$ cat src/rtl/shift_pkg.sv
package shift_pkg;

  // Fixed instruction geometry; neighbouring decode logic depends on it.
  localparam int INSTR_W = 32;
  localparam int FN_W    = 6;
  localparam int CLS_W   = 6;
  localparam int IDX_W   = 5;

  localparam logic [FN_W-1:0] FN_LEFT_IMM   = 6'b000000;
  localparam logic [FN_W-1:0] FN_RLOG_IMM   = 6'b000010;
  localparam logic [FN_W-1:0] FN_RARI_IMM   = 6'b000011;
  localparam logic [FN_W-1:0] FN_LEFT_REG   = 6'b000100;
  localparam logic [FN_W-1:0] FN_RLOG_REG   = 6'b000110;
  localparam logic [FN_W-1:0] FN_RARI_REG   = 6'b000111;

  // Strobes from decode control to the shift datapath.
  typedef struct packed {
    logic shiftLeft;
    logic fillSign;
    logic useRegAmt;
    logic illegal;
  } shiftCtrl_t;

endpackage

$ cat src/rtl/shift_decode.sv
module shift_decode
  import shift_pkg::*;
#(
  parameter int AMT_W = 5
) (
  input  logic                clk,
  input  logic                rst,
  input  logic                inValid,
  input  logic [CLS_W-1:0]    opClass,
  input  logic [FN_W-1:0]     funct,
  input  logic [AMT_W-1:0]    immAmt,
  output shiftCtrl_t          ctrl
);

  logic knownFunct;
  logic classOk;
  logic immFieldBad;

  always_comb begin
    ctrl       = '0;
    knownFunct = 1'b1;
    unique case (funct)
      FN_LEFT_IMM: begin ctrl.shiftLeft = 1'b1; end
      FN_RLOG_IMM: begin end
      FN_RARI_IMM: begin ctrl.fillSign  = 1'b1; end
      FN_LEFT_REG: begin ctrl.shiftLeft = 1'b1; ctrl.useRegAmt = 1'b1; end
      FN_RLOG_REG: begin ctrl.useRegAmt = 1'b1; end
      FN_RARI_REG: begin ctrl.fillSign  = 1'b1; ctrl.useRegAmt = 1'b1; end
      default:     begin knownFunct     = 1'b0; end
    endcase
    classOk     = (opClass == '0);
    immFieldBad = ctrl.useRegAmt && (immAmt != '0);
    ctrl.illegal = !classOk || !knownFunct || immFieldBad;
    if (ctrl.illegal) begin
      ctrl.shiftLeft = 1'b0;
      ctrl.fillSign  = 1'b0;
      ctrl.useRegAmt = 1'b0;
    end
  end

  // a nonzero operation class never decodes as legal
  a_r1_class_illegal: assert property (@(posedge clk) disable iff (rst)
    (inValid && opClass != '0) |-> ctrl.illegal);

  // register forms need an all-zero immediate field
  a_r5_regform_field: assert property (@(posedge clk) disable iff (rst)
    (inValid && funct[2] && funct[1:0] != 2'b01 && opClass == '0 && immAmt != '0) |-> ctrl.illegal);

  // a legal operation never asks for a left shift with sign fill
  a_r2_no_left_sign: assert property (@(posedge clk) disable iff (rst)
    (inValid && !ctrl.illegal) |-> !(ctrl.shiftLeft && ctrl.fillSign));

endmodule

$ cat src/rtl/shift_datapath.sv
module shift_datapath
  import shift_pkg::*;
#(
  parameter int DATA_W = 32,
  parameter int AMT_W  = $clog2(DATA_W)
) (
  input  logic              clk,
  input  logic              rst,
  input  logic              inValid,
  input  shiftCtrl_t        ctrl,
  input  logic [AMT_W-1:0]  immAmt,
  input  logic [AMT_W-1:0]  regAmt,
  input  logic [IDX_W-1:0]  rdIdx,
  input  logic [DATA_W-1:0] rtVal,
  output logic              outValid,
  output logic [DATA_W-1:0] outResult,
  output logic [IDX_W-1:0]  outRd,
  output logic              outIllegal
);

  logic [AMT_W-1:0]  amt;
  logic [DATA_W-1:0] rtRev;
  logic [DATA_W-1:0] stageIn;
  logic [DATA_W-1:0] stageVal [AMT_W+1];
  logic [DATA_W-1:0] rightOut;
  logic [DATA_W-1:0] rightRev;
  logic [DATA_W-1:0] shifted;
  logic [DATA_W-1:0] resultNext;
  logic              fillBit;

  assign amt     = ctrl.useRegAmt ? regAmt : immAmt;
  assign fillBit = ctrl.fillSign & rtVal[DATA_W-1];

  // A left shift is done as a right shift of the bit-reversed operand.
  for (genvar b = 0; b < DATA_W; b++) begin : g_rev
    assign rtRev[b]    = rtVal[DATA_W-1-b];
    assign rightRev[b] = rightOut[DATA_W-1-b];
  end

  assign stageIn     = ctrl.shiftLeft ? rtRev : rtVal;
  assign stageVal[0] = stageIn;

  for (genvar k = 0; k < AMT_W; k++) begin : g_stage
    localparam int STEP = 1 << k;
    assign stageVal[k+1] = amt[k]
      ? {{STEP{fillBit}}, stageVal[k][DATA_W-1:STEP]}
      : stageVal[k];
  end

  assign rightOut   = stageVal[AMT_W];
  assign shifted    = ctrl.shiftLeft ? rightRev : rightOut;
  assign resultNext = ctrl.illegal ? '0 : shifted;

  always_ff @(posedge clk) begin
    if (rst) begin
      outValid   <= 1'b0;
      outResult  <= '0;
      outRd      <= '0;
      outIllegal <= 1'b0;
    end else begin
      outValid <= inValid;
      if (inValid) begin
        outResult  <= resultNext;
        outRd      <= rdIdx;
        outIllegal <= ctrl.illegal;
      end
    end
  end

  // an illegal instruction always reports a zero result
  a_r2_illegal_zero: assert property (@(posedge clk) disable iff (rst)
    (outValid && outIllegal) |-> (outResult == '0));

  // outValid follows inValid by one edge
  a_r10_valid_follow: assert property (@(posedge clk) disable iff (rst)
    !$past(rst) |-> (outValid == $past(inValid)));

  // registered outputs hold while nothing is accepted
  a_r11_hold: assert property (@(posedge clk) disable iff (rst)
    !inValid |=> ($stable(outResult) && $stable(outRd) && $stable(outIllegal)));

  // zero distance passes the operand through
  a_r9_zero_amount: assert property (@(posedge clk) disable iff (rst)
    (inValid && !ctrl.illegal && amt == '0) |=> (outResult == $past(rtVal)));

  // arithmetic right shift of a negative value stays negative
  a_r8_sign_kept: assert property (@(posedge clk) disable iff (rst)
    (inValid && !ctrl.illegal && ctrl.fillSign && rtVal[DATA_W-1]) |=> outResult[DATA_W-1]);

endmodule

$ cat src/rtl/shift_exec_unit.sv
module shift_exec_unit
  import shift_pkg::*;
(
  input  logic               clk,
  input  logic               rst,
  input  logic               inValid,
  input  logic [31:0]        instr,
  input  logic [31:0]        rsVal,
  input  logic [31:0]        rtVal,
  output logic               outValid,
  output logic [31:0]        outResult,
  output logic [4:0]         outRd,
  output logic               outIllegal
);

  localparam int DATA_W = 32;
  localparam int AMT_W  = $clog2(DATA_W);

  shiftCtrl_t ctrl;
  logic       unusedBits;

  assign unusedBits = ^{instr[25:16], rsVal[DATA_W-1:AMT_W]};

  shift_decode #(.AMT_W(AMT_W)) u_decode (
    .clk     (clk),
    .rst     (rst),
    .inValid (inValid),
    .opClass (instr[31:26]),
    .funct   (instr[FN_W-1:0]),
    .immAmt  (instr[6+AMT_W-1:6]),
    .ctrl    (ctrl)
  );

  shift_datapath #(.DATA_W(DATA_W), .AMT_W(AMT_W)) u_datapath (
    .clk        (clk),
    .rst        (rst),
    .inValid    (inValid),
    .ctrl       (ctrl),
    .immAmt     (instr[6+AMT_W-1:6]),
    .regAmt     (rsVal[AMT_W-1:0]),
    .rdIdx      (instr[15:11]),
    .rtVal      (rtVal),
    .outValid   (outValid),
    .outResult  (outResult),
    .outRd      (outRd),
    .outIllegal (outIllegal)
  );

endmodule

$ cat config.mk
export PLATFORM = sky130hd
export DESIGN_NAME = shift_exec_unit
export DESIGN_NICKNAME = d
export VERILOG_FILES = /design/src/rtl/shift_pkg.sv /design/src/rtl/shift_decode.sv /design/src/rtl/shift_datapath.sv /design/src/rtl/shift_exec_unit.sv
export SDC_FILE = /design/constraint.sdc
export NUM_CORES = 1
export LEC_CHECK = 0
export BUFFER_PORTS_ARGS = -buffer_cell sky130_fd_sc_hd__buf_2
export CAP_MARGIN = 15
export CORE_ASPECT_RATIO = 0.75
export CORE_MARGIN = 2
export CORE_UTILIZATION = 40
export DETAILED_ROUTE_END_ITERATION = 10
export PLACE_DENSITY = 0.69
export SLEW_MARGIN = 25
export SYNTH_ARGS = -nofsm -noshare
export SYNTH_HDL_FRONTEND = slang
export SYNTH_SLANG_ARGS = --single-unit
$ cat constraint.sdc
create_clock -name clk -period 8.2 [get_ports clk]
set_input_delay 0.41 -clock clk [delete_from_list [all_inputs] [get_ports clk]]
set_output_delay 0.41 -clock clk [all_outputs]
set_load 0.02 [all_outputs]
==> reports/qor.txt <==
Outcome -> complete, no violations
Die H -> 93.4 um
Clock transition at the registers of the reported paths -> 0.06 ns
Pin count of the biggest net entering global routing -> 33
Seq cells post-synth -> 39
Initial drt markers -> 594
TritonCTS clock tree -> yes
Cells on worst reg2reg path -> 4
Area delta synth->final -> 17.2%
Worst Path Arrival -> 4.56 ns
WHS Path Cells -> 3
Mapped Area -> 4270 um2
Routed Antenna Nets -> 0
First-pass GRT wire length -> 23,900 um
H-tree Lvls -> 2
Worst setup EP type -> flip-flop
Worst min path class -> in -> reg
CP Class -> in -> reg
Register area share after synthesis -> 18.3%
RD Place Congestion -> 0.924
Period minus WS final -> 4.38 ns
Total gr overflow -> 0
Hold_sp -> instr[13]
Leakage power -> 0.00219 uW
Synth area leaders -> dfxtp_1 (18%), mux2i_1 (17%), nand2_1 (5.2%)
R2r setup slk -> 7.19 ns
Clock root cell -> clkbuf_16
Final setup fails -> 0
Final hold vios -> 0
Layout cells sized above 1 -> 23.9%
CTS Sinks -> 39
Post-route setup slack -> 3.82 ns
Cells after Synth -> 563
Core Region -> 10,300 um2
Clock Path Buffers -> 2
Fillers -> 1,064
Endpoint, Worst Hold -> u_datapath.outRd[2]
Startpoint Class -> primary input
Pwr Density -> 123 nW/um2
Number of global-route vias before repair -> 4,408
CP Max Fanout -> 16
Final clock skew -> 0 ns
Routed vias/inst -> 6.37
# port buffers -> 100
Mean area per synthesized cell -> 7.58 um2
Pwr Total -> 614 uW
Post-synth cell types -> 73
DRC viols -> 0
Cell taking the most area after synthesis -> dfxtp_1
Slew Viols, Final -> 0
Initial core utilization -> 41.3%
Top cell type's share of synthesized area -> 18.3%
Row cnt -> 32
Setup WS pre-CTS -> 3.63 ns
Die Wd -> 123 um
EDFF count, synth -> 0
Die area -> 11,500 um2
Initial antenna violation count -> 0
Post-Route Setup TNS -> 0 ns
Top post-synthesis cells by count -> mux2i_1 (71), nand2_1 (59), nor2_1 (43)
Io pins -> 138
Setup repair bufs after CTS -> 0
DP Wirelength -> 11,900 um
RSZ-0062 raised after global routing -> false
Post-cts hold buffer count -> 0
Crit path required time -> 8.38 ns
Slew headroom -> 38.5%
Via count -> 4,909
Yosys warns -> 0
Crit share post-route -> 53.5%
R2R Path Start -> u_datapath.outResult[9]
Async set or reset register ratio after synthesis -> 0%
Post-cts resize count -> 0
Main synth FF type -> dfxtp_1
# diodes -> 0
TritonCTS buffer count -> 5
Synth Net Count -> 662
Routed wire length -> 15,600 um
Routed WL per cell -> 20.2 um
Fmax -> 228 MHz
Worst r2r dst -> u_datapath.outResult[9]
First drt pass iteration count -> 6
Global Route Usage Sum -> 26.8%
Net count, final -> 733
Top-count cell post-synth -> mux2i_1
Slew @ Worst Pin -> 0.919 ns
Worst VDD drop -> 0.0693 mV
Clk_lat worst skew -> 0.29 ns
Max-cap violations -> 0
[critical path: stages]
cell     delay [ns]
buf_2          0.10
nor3_1         0.42
nand4_1        0.67
nor2_4         0.76
mux2_2         0.43
mux2_2         0.32
mux2i_4        0.27
mux2i_1        0.31
mux4_2         0.54
a221o_1        0.32
[metrics by stage]
step	cells	utilization, %	hold WS (ns)	area, um2
finish	771	48.4	0.360	5000
global route	771	48.4	0.366	5000
CTS	771	48.4	0.364	5000
detailed placement	763	46.8	0.449	4830
global placement	763	46.7	0.440	4820
floorplan	563	-	0.523	4270
[metal layers]
metal	share of wire (%)	global-route usage, %	routed length, um
met1	47	38.7	7360
met4	1.4	5.40	218
met3	9.2	5.73	1430
met2	42	40.8	6600
met5	0	0	0
[final cells by class]
| cell class | count | area (um2) | share of cell area (%) |
|---|---|---|---|
| clock buffer | 5 | 125 | 2.50 |
| clock inverter | 3 | 43.8 | 0.876 |
| inverter | 2 | 7.51 | 0.150 |
| tap | 136 | 170 | 3.40 |
| sequential | 39 | 781 | 15.6 |
| timing repair buffer | 110 | 576 | 11.5 |
| multi-input combinational | 476 | 3300 | 65.9 |
[layout by cell type, fill, tap and decap left out, drive strengths merged, types with 3 or more instances in the layout]
| cell | n |
|---|---|
| buf | 110 |
| mux2i | 73 |
| nand2 | 60 |
| nor2 | 45 |
| o21ai | 41 |
| dfxtp | 39 |
| a21oi | 39 |
| nand3 | 38 |
| and3 | 20 |
| a31oi | 13 |
| a221o | 11 |
| a211oi | 10 |
| nor3 | 9 |
| a221oi | 9 |
| mux2 | 9 |
| nand4 | 8 |
| a21o | 6 |
| a32oi | 6 |
| a22oi | 6 |
| o211ai | 6 |
| and2 | 5 |
| clkbuf | 5 |
| o21a | 5 |
| o22ai | 4 |
| a41oi | 4 |
| a41o | 3 |
| a211o | 3 |
| or4 | 3 |
| a21boi | 3 |
| a2111oi | 3 |
[flip-flops by register name, summed over array words and instances, names as in the netlist]
name and count:
u_datapath.outValid 1, u_datapath.outIllegal 1, u_datapath.outResult 32, u_datapath.outRd 5
[kinds of logic after synthesis]
group,Yosys count,share of synthesized area (%)
and+or+nand+nor,197,22.6
xor gates and xnor gates,1,0.205
DFF,39,18.3
buffers and inverters,48,5.07
muxes,84,20.9
AOI/OAI and AO/OA,194,32.9
[power breakdown]
part	leakage (uW)	internal (uW)	switching [uW]	total (uW)
Combinational	0.00179	71.1	128	199
Clock	0.0000838	143	78.9	222
Sequential	0.000316	192	1.14	193
Total	0.00219	406	208	614
[worst max path at each step]
stage / cells past startpoint / slack (ns) / end / startpoint
finish: 10 / 3.82 / u_datapath.outResult[8] / instr[3]
global route: 11 / 3.58 / u_datapath.outResult[18] / instr[3]
CTS: 10 / 3.93 / u_datapath.outResult[8] / instr[3]
detailed placement: 10 / 3.63 / u_datapath.outResult[8] / instr[29]
global placement: 10 / 3.65 / u_datapath.outResult[8] / instr[3]
floorplan: 9 / 4.87 / u_datapath.outResult[8] / instr[7]
No activity file was read; power rests on OpenSTA's default activity.
